## src/rtl/idiv_pkg.sv

```systemverilog
package idiv_pkg;

    typedef enum logic [1:0] {
        OP_DIV  = 2'b00,
        OP_DIVU = 2'b01,
        OP_REM  = 2'b10,
        OP_REMU = 2'b11
    } idiv_op_e;

    typedef enum logic [2:0] {
        ST_IDLE   = 3'd0,
        ST_PREP   = 3'd1,
        ST_ITER   = 3'd2,
        ST_FIXUP  = 3'd3,
        ST_FINISH = 3'd4
    } idiv_state_e;

    typedef struct packed {
        logic is_signed;
        logic want_rem;
        logic narrow;
    } idiv_ctl_t;

    function automatic idiv_ctl_t idiv_decode(input logic [1:0] op,
                                              input logic word,
                                              input logic mode64);
        idiv_ctl_t c;
        c.is_signed = (idiv_op_e'(op) == OP_DIV) || (idiv_op_e'(op) == OP_REM);
        c.want_rem  = (idiv_op_e'(op) == OP_REM) || (idiv_op_e'(op) == OP_REMU);
        c.narrow    = word | ~mode64;
        return c;
    endfunction

endpackage

```

## src/rtl/idiv_prep.sv

```systemverilog
module idiv_prep
    import idiv_pkg::*;
#(
    parameter int XLEN = 64
) (
    input  idiv_ctl_t        ctl_i,
    input  logic [XLEN-1:0]  a_i,
    input  logic [XLEN-1:0]  b_i,
    output logic [XLEN-1:0]  dvd_load_o,
    output logic [XLEN-1:0]  dvsr_o,
    output logic [XLEN-1:0]  fixed_o,
    output logic             neg_q_o,
    output logic             neg_r_o,
    output logic             special_o
);
    localparam int HALF = XLEN / 2;
    localparam logic [XLEN-1:0] WIDE_MIN = {1'b1, {(XLEN-1){1'b0}}};
    localparam logic [HALF-1:0] HALF_MIN = {1'b1, {(HALF-1){1'b0}}};

    logic [XLEN-1:0] ext_a;
    logic [XLEN-1:0] ext_b;
    logic [XLEN-1:0] mag_a;
    logic [XLEN-1:0] mag_b;
    logic            neg_a;
    logic            neg_b;
    logic            b_zero;
    logic            a_min;
    logic            b_minus1;

    // Extend a narrow operand to the full datapath width
    function automatic logic [XLEN-1:0] widen(input logic [XLEN-1:0] v,
                                              input logic sgn,
                                              input logic nar);
        if (nar) begin
            return {{HALF{sgn & v[HALF-1]}}, v[HALF-1:0]};
        end
        return v;
    endfunction

    always_comb begin
        ext_a    = widen(a_i, ctl_i.is_signed, ctl_i.narrow);
        ext_b    = widen(b_i, ctl_i.is_signed, ctl_i.narrow);
        neg_a    = ctl_i.is_signed & ext_a[XLEN-1];
        neg_b    = ctl_i.is_signed & ext_b[XLEN-1];
        mag_a    = neg_a ? (~ext_a + 1'b1) : ext_a;
        mag_b    = neg_b ? (~ext_b + 1'b1) : ext_b;
        b_zero   = (ext_b == '0);
        b_minus1 = &ext_b;
        a_min    = ctl_i.narrow ? (a_i[HALF-1:0] == HALF_MIN) : (a_i == WIDE_MIN);

        special_o = b_zero | (ctl_i.is_signed & a_min & b_minus1);

        // Fixed results before the final narrow sign extension
        if (b_zero) begin
            fixed_o = ctl_i.want_rem ? a_i : {XLEN{1'b1}};
        end else begin
            fixed_o = ctl_i.want_rem ? '0 : a_i;
        end

        // Narrow dividend sits in the upper half so HALF shifts drain it
        dvd_load_o = ctl_i.narrow ? {mag_a[HALF-1:0], {HALF{1'b0}}} : mag_a;
        dvsr_o     = mag_b;
        neg_q_o    = neg_a ^ neg_b;
        neg_r_o    = neg_a;
    end

endmodule

```

## src/rtl/idiv_step.sv

```systemverilog
module idiv_step #(
    parameter int XLEN = 64
) (
    input  logic [XLEN-1:0] part_i,
    input  logic [XLEN-1:0] quo_i,
    input  logic [XLEN-1:0] dvsr_i,
    output logic [XLEN-1:0] part_o,
    output logic [XLEN-1:0] quo_o
);
    logic [XLEN:0] shifted;
    logic [XLEN:0] trial;
    logic          fits;

    always_comb begin
        shifted = {part_i, quo_i[XLEN-1]};
        trial   = shifted - {1'b0, dvsr_i};
        fits    = ~trial[XLEN];
        part_o  = fits ? trial[XLEN-1:0] : shifted[XLEN-1:0];
        quo_o   = {quo_i[XLEN-2:0], fits};
    end

endmodule

```

## src/rtl/idiv_core.sv

```systemverilog
module idiv_core #(
    parameter int XLEN = 64
) (
    input  logic            clk,
    input  logic            rst_n,
    input  logic            load_i,
    input  logic            step_i,
    input  logic [XLEN-1:0] dvd_i,
    input  logic [XLEN-1:0] dvsr_i,
    output logic [XLEN-1:0] quo_o,
    output logic [XLEN-1:0] rem_o
);
    logic [XLEN-1:0] part_q;
    logic [XLEN-1:0] quo_q;
    logic [XLEN-1:0] dvsr_q;
    logic [XLEN-1:0] part_n;
    logic [XLEN-1:0] quo_n;

    idiv_step #(.XLEN(XLEN)) u_step (
        .part_i (part_q),
        .quo_i  (quo_q),
        .dvsr_i (dvsr_q),
        .part_o (part_n),
        .quo_o  (quo_n)
    );

    always_ff @(posedge clk or negedge rst_n) begin
        if (!rst_n) begin
            part_q <= '0;
            quo_q  <= '0;
            dvsr_q <= '0;
        end else if (load_i) begin
            part_q <= '0;
            quo_q  <= dvd_i;
            dvsr_q <= dvsr_i;
        end else if (step_i) begin
            part_q <= part_n;
            quo_q  <= quo_n;
        end
    end

    assign quo_o = quo_q;
    assign rem_o = part_q;

endmodule

```

## src/rtl/idiv_fix.sv

```systemverilog
module idiv_fix
    import idiv_pkg::*;
#(
    parameter int XLEN = 64
) (
    input  idiv_ctl_t        ctl_i,
    input  logic             use_fixed_i,
    input  logic [XLEN-1:0]  fixed_i,
    input  logic [XLEN-1:0]  quo_i,
    input  logic [XLEN-1:0]  rem_i,
    input  logic             neg_q_i,
    input  logic             neg_r_i,
    output logic [XLEN-1:0]  res_o
);
    localparam int HALF = XLEN / 2;

    logic [XLEN-1:0] q_signed;
    logic [XLEN-1:0] r_signed;
    logic [XLEN-1:0] chosen;

    always_comb begin
        q_signed = neg_q_i ? (~quo_i + 1'b1) : quo_i;
        r_signed = neg_r_i ? (~rem_i + 1'b1) : rem_i;
        if (use_fixed_i) begin
            chosen = fixed_i;
        end else begin
            chosen = ctl_i.want_rem ? r_signed : q_signed;
        end
        res_o = ctl_i.narrow ? {{HALF{chosen[HALF-1]}}, chosen[HALF-1:0]} : chosen;
    end

endmodule

```

## src/rtl/idiv_seq_unit.sv

```systemverilog
module idiv_seq_unit
    import idiv_pkg::*;
#(
    parameter int XLEN = 64
) (
    input  logic            clk,
    input  logic            rst_n,
    input  logic            start_i,
    input  logic [1:0]      op_i,
    input  logic            word_i,
    input  logic            mode64_i,
    input  logic [XLEN-1:0] opa_i,
    input  logic [XLEN-1:0] opb_i,
    output logic            busy_o,
    output logic            done_o,
    output logic [XLEN-1:0] result_o
);
    localparam int HALF = XLEN / 2;
    localparam int CW   = $clog2(XLEN + 1);

    idiv_state_e     state_q;
    idiv_state_e     state_d;
    idiv_ctl_t       ctl_q;
    logic [XLEN-1:0] a_q;
    logic [XLEN-1:0] b_q;
    logic [CW-1:0]   cnt_q;
    logic [XLEN-1:0] res_q;
    logic            accept;
    logic            last_bit;

    logic [XLEN-1:0] dvd_load;
    logic [XLEN-1:0] dvsr;
    logic [XLEN-1:0] fixed_val;
    logic            neg_q;
    logic            neg_r;
    logic            special;
    logic [XLEN-1:0] quo_mag;
    logic [XLEN-1:0] rem_mag;
    logic [XLEN-1:0] fix_res;
    logic            core_load;
    logic            core_step;
    logic            write_res;

    assign accept   = start_i && ((state_q == ST_IDLE) || (state_q == ST_FINISH));
    assign last_bit = (cnt_q == CW'(1));

    // Next-state logic
    always_comb begin
        state_d = state_q;
        unique case (state_q)
            ST_IDLE:   if (accept) state_d = ST_PREP;                  // T_ACCEPT
            ST_PREP:   state_d = special ? ST_FINISH : ST_ITER;        // T_SHORTCUT / T_BEGIN
            ST_ITER:   if (last_bit) state_d = ST_FIXUP;               // T_LAST
            ST_FIXUP:  state_d = ST_FINISH;                            // T_COMMIT
            ST_FINISH: state_d = accept ? ST_PREP : ST_IDLE;           // T_CHAIN / T_RELEASE
            default:   state_d = ST_IDLE;
        endcase
    end

    // State register
    always_ff @(posedge clk or negedge rst_n) begin
        if (!rst_n) begin
            state_q <= ST_IDLE;
        end else begin
            state_q <= state_d;
        end
    end

    // Outputs decoded from state
    always_comb begin
        busy_o    = (state_q == ST_PREP) || (state_q == ST_ITER) || (state_q == ST_FIXUP);
        done_o    = (state_q == ST_FINISH);
        core_load = (state_q == ST_PREP);
        core_step = (state_q == ST_ITER);
        write_res = ((state_q == ST_PREP) && special) || (state_q == ST_FIXUP);
    end

    // Operand capture on acceptance only
    always_ff @(posedge clk or negedge rst_n) begin
        if (!rst_n) begin
            ctl_q <= '0;
            a_q   <= '0;
            b_q   <= '0;
        end else if (accept) begin
            ctl_q <= idiv_decode(op_i, word_i, mode64_i);
            a_q   <= opa_i;
            b_q   <= opb_i;
        end
    end

    // Quotient bit counter
    always_ff @(posedge clk or negedge rst_n) begin
        if (!rst_n) begin
            cnt_q <= '0;
        end else if (state_q == ST_PREP) begin
            cnt_q <= ctl_q.narrow ? CW'(HALF) : CW'(XLEN);
        end else if (state_q == ST_ITER) begin
            cnt_q <= cnt_q - CW'(1);
        end
    end

    // Result register
    always_ff @(posedge clk or negedge rst_n) begin
        if (!rst_n) begin
            res_q <= '0;
        end else if (write_res) begin
            res_q <= fix_res;
        end
    end

    assign result_o = res_q;

    idiv_prep #(.XLEN(XLEN)) u_prep (
        .ctl_i      (ctl_q),
        .a_i        (a_q),
        .b_i        (b_q),
        .dvd_load_o (dvd_load),
        .dvsr_o     (dvsr),
        .fixed_o    (fixed_val),
        .neg_q_o    (neg_q),
        .neg_r_o    (neg_r),
        .special_o  (special)
    );

    idiv_core #(.XLEN(XLEN)) u_core (
        .clk    (clk),
        .rst_n  (rst_n),
        .load_i (core_load),
        .step_i (core_step),
        .dvd_i  (dvd_load),
        .dvsr_i (dvsr),
        .quo_o  (quo_mag),
        .rem_o  (rem_mag)
    );

    idiv_fix #(.XLEN(XLEN)) u_fix (
        .ctl_i       (ctl_q),
        .use_fixed_i (state_q == ST_PREP),
        .fixed_i     (fixed_val),
        .quo_i       (quo_mag),
        .rem_i       (rem_mag),
        .neg_q_i     (neg_q),
        .neg_r_i     (neg_r),
        .res_o       (fix_res)
    );

endmodule

```

## config.mk

```make
export PLATFORM = sky130hd
export DESIGN_NAME = idiv_seq_unit
export DESIGN_NICKNAME = d
export VERILOG_FILES = /design/src/rtl/idiv_pkg.sv /design/src/rtl/idiv_prep.sv /design/src/rtl/idiv_step.sv /design/src/rtl/idiv_core.sv /design/src/rtl/idiv_fix.sv /design/src/rtl/idiv_seq_unit.sv
export SDC_FILE = /design/constraint.sdc
export NUM_CORES = 1
export LEC_CHECK = 0
export ABC_CLOCK_PERIOD_IN_PS = 7080
export BUFFER_PORTS_ARGS = -buffer_cell sky130_fd_sc_hd__buf_2
export CAP_MARGIN = 20
export CORE_UTILIZATION = 40
export CTS_CLUSTER_DIAMETER = 30
export DETAILED_ROUTE_END_ITERATION = 6
export PLACE_DENSITY_LB_ADDON = 0.25
export SLEW_MARGIN = 30
export SYNTH_ARGS = -nofsm -noshare
export SYNTH_HDL_FRONTEND = slang
export SYNTH_HIERARCHICAL = 1
export SYNTH_SLANG_ARGS = --single-unit
```

## constraint.sdc

```tcl
create_clock -name clk -period 7.08 [get_ports clk]
set_input_delay 0.354 -clock clk [delete_from_list [all_inputs] [get_ports clk]]
set_output_delay 0.354 -clock clk [all_outputs]
set_load 0.01 [all_outputs]
```

==> flow_metrics.py <==
metrics = {
    "status": {
        "status": "finished, violations left",
        "violations": "design-rule violations",
    },
    "setup_path": {
        "slowest_stage": "or4_1",
        "path_common_cell": "or4_1",
        "endpoint_kind": "flop",
        "arrival_ns": 5.50,
        "critical_path_required_ns": 7.67,
        "crit_buf_inv": 1,
        "critPathKind": "flop to flop",
        "critical_path.startpoint_type": "flop",
        "path_max_fanout": 13,
        "crit_chain": "or4_4 > or4_1 > nor4_4 > nand4b_2 > a2111oi_4 > maj3_1 > nand2_1 > nand3_1 > o211ai_1 > or4_1 > buf_4 > o311ai_0 > a21o_1 > mux2_2",
        "worstReg2RegEnd": "result_o[59]$_DFFE_PN0P_",
        "path_delay_family": "simple AND/OR/NAND/NOR gates",
        "reg2reg_slack_ns": 2.17,
        "r2r.worst_path.cells": 14,
        "critPathMaxStageDelay_ns": 0.79,
        "reg2reg_from": "b_q[11]$_DFFE_PN0P_",
    },
    "clock_tree": {
        "htreeDepth": 3,
        "cts_resized": 0,
        "cts_setup_buffers": 0,
        "clk_latency_ns": 0.69,
        "numClockSinks": 397,
        "cts-root-buf": "clkbuf_16",
        "clock_path_buffers": 3,
        "cts_tree": "yes",
        "hold_buffers": 133,
        "path_clk_slew_ns": 0.05,
        "cts-buffers-inserted": 100,
    },
    "floorplan": {
        "die_x_um": 282,
        "die-area_sq_um": 79300,
        "core_area_sq_um": 77500,
        "io_pins": 201,
        "initial_core_util_pct": 40.4,
        "die_h_um": 282,
        "row_count": 102,
    },
    "yosys": {
        "synth_flop_cell": "dfrtp_1",
        "syn-instance-count": 3727,
        "synth.distinct_cells": 99,
        "synthTopCellsByCount": "nand2_1, dfrtp_1, nor2_1, a21oi_1, o21ai_0",
        "synth_top_area_cell": "dfrtp_1",
        "yosysMostFrequentCell": "nand2_1",
        "syn_area_sq_um": 31300,
        "ys_seq_elements": 397,
        "synthDominantCellAreaShare_pct": 31.8,
        "synth-edff-count": 0,
        "syn-num-nets": 3934,
        "synth-seq-area-share_pct": 31.8,
        "yosysWarnings": 6,
        "ys_top_cells_by_area": "dfrtp_1, nand2_1, mux2i_1, xnor2_1, a21oi_1",
        "syn_area_per_cell_sq_um": 8.39,
        "synthArstFlopShare_pct": 100,
    },
    "pwr": {
        "ir_drop_uv": 564,
        "power_density_nw_per_um2": 632,
        "p_leak_nw": 16.3,
    },
    "global_routing": {
        "grt_pass1_wl_mm": 172,
        "grt_use_total_pct": 28.3,
        "antenna_found_initial": 10,
        "grt_pass1_vias": 27457,
        "grt_max_degree": 143,
        "grt_overflow": 0,
    },
    "routing": {
        "wl_mm": 115,
        "vias": 29454,
        "detail_route.wl_per_cell_um": 22.8,
        "drt-initial-drc-count": 3577,
        "drt-pass1-iter-count": 7,
        "antenna_left": 0,
        "routed_via_density": 5.86,
        "drc_errors": 2,
    },
    "place": {
        "portBuffers": 200,
        "hpwl_mm": 82.7,
        "gp_congestion": 1.00,
    },
    "finish": {
        "multi_input_area_sq_um": 19200,
        "fillerInstances": 7461,
        "area_growth_pct": 19.1,
        "drive_gt1_share_pct": 15.8,
        "regArea_sq_um": 9940,
        "nets": 4107,
    },
    "sta": {
        "tightest_slew_ns": 1.19,
        "fmax_mhz": 203,
        "slew_viol_final": 0,
        "relSlewSlack_pct": 19.6,
        "final.setup.tns_ns": 0,
        "setup_viol": 0,
        "rsz0062_at_grt": "false",
        "period_minus_slack_ns": 4.91,
        "hold_viol": 0,
        "hold_ws_ns": 0.168,
        "period_share_pct": 69.4,
        "skew_ns": 0.0811,
    },
    "min_path": {
        "hold_path_class": "input port to flop",
        "hold_path_startpoint": "start_i",
        "hold_path_depth": 3,
        "holdPathEnd": "state_q[0]$_DFFE_PN0P_",
    },
    "job": {
        "maxCapViolCount": 0,
    },
}
==> sequential cells by signal, indices dropped and copies added, names as in the netlist <==
signal and cells:
u_core/rem_o 64, u_core/dvsr_q 64, cnt_q 7, a_q 64
ctl_q 3, u_core/quo_o 64, b_q 64, state_q 3
result_o 64
==> cells in the final DEF (no fill, tap or decap), drive strengths merged, types with 11 or more instances in the layout <==
cell type	instances
a211oi	12
nor3	71
dlygate4sd3	133
o21a	15
o21bai	19
dfrtp	397
nand3	47
xnor2	156
or4	40
or3	36
bufinv	15
nor4	58
and2	29
o311ai	14
maj3	64
nand4	56
or2	22
nor2	276
a21oi	213
o41ai	40
o21ai	219
a21o	38
nand2	658
clkinv	40
o22ai	11
ha	71
inv	125
clkbuf	124
a31oi	38
o211ai	22
o221ai	15
mux2i	146
nand2b	15
o31ai	63
nor2b	12
mux2	191
buf	241
xor2	98
==> metrics by stage <==
| stage | instance area (sq um) | total power [W] | util, % | cells | worst slack (ns) |
|---|---|---|---|---|---|
| floorplan | 31300 | 0.0146 | - | 3727 | 2.96 |
| global placement | 32200 | 0.0181 | 41.6 | 4705 | 2.39 |
| detailed placement | 32200 | 0.0182 | 41.6 | 4705 | 2.31 |
| CTS | 37200 | 0.0233 | 48.1 | 5027 | 2.25 |
| global route | 37300 | 0.0249 | 48.1 | 5027 | 1.96 |
| finish | 37300 | 0.0236 | 48.1 | 5028 | 2.17 |
==> layer usage <==
layer	up-vias	share of wire, %	GRT usage, %
met4	10	2.7	8.54
met5	-	0.058	0
met3	201	9.3	5.68
met2	1424	44	42.3
li1	13636	-	-
met1	14183	44	40.9
==> how the worst max path moves through the flow <==
stage	startpoint	endpoint	depth (start not counted)
3_5_place_dp	b_q[11]$_DFFE_PN0P_	result_o[59]$_DFFE_PN0P_	14
3_3_place_gp	b_q[10]$_DFFE_PN0P_	result_o[59]$_DFFE_PN0P_	14
6_report	b_q[11]$_DFFE_PN0P_	result_o[59]$_DFFE_PN0P_	14
2_1_floorplan	b_q[11]$_DFFE_PN0P_	result_o[33]$_DFFE_PN0P_	16
4_1_cts	b_q[11]$_DFFE_PN0P_	result_o[59]$_DFFE_PN0P_	14
5_1_grt	b_q[11]$_DFFE_PN0P_	result_o[52]$_DFFE_PN0P_	13
==> area by class of cell <==
| cell class | count | share of cell area [%] |
|---|---|---|
| clock buffer | 124 | 7.33 |
| inverter | 124 | 1.29 |
| tap | 1040 | 3.49 |
| clock inverter | 65 | 2.59 |
| antenna | 1 | 0.00672 |
| timing repair buffer | 374 | 7.22 |
| sequential | 397 | 26.7 |
| multi-input combinational | 2903 | 51.4 |
==> logic make-up (layout without fill, tap and decap cells) <==
family	after synthesis	after routing	synth area share, %
and+or+nand+nor	1371	1371	20.2
adders and majority gates	136	136	4.95
other	0	1	0
AOI/OAI and AO/OA	805	805	16.6
DFF	397	397	31.8
muxes	337	337	12.2
xor gates and xnor gates	254	254	7.17
buffers and inverters	427	687	7.19
==> worst min-delay path: stages <==
cell     delay (ns)
buf_2          0.09
nor3b_2        0.22
a31o_2         0.13
==> power breakdown <==
part	leakage (nW)	total (W)	switching (W)	internal, W
registers	5.04	0.00513	0.00187	0.00326
logic	9.46	0.0135	0.00792	0.00562
clock network	1.78	0.00490	0.00158	0.00331
Power figures use the tool's default switching activity.
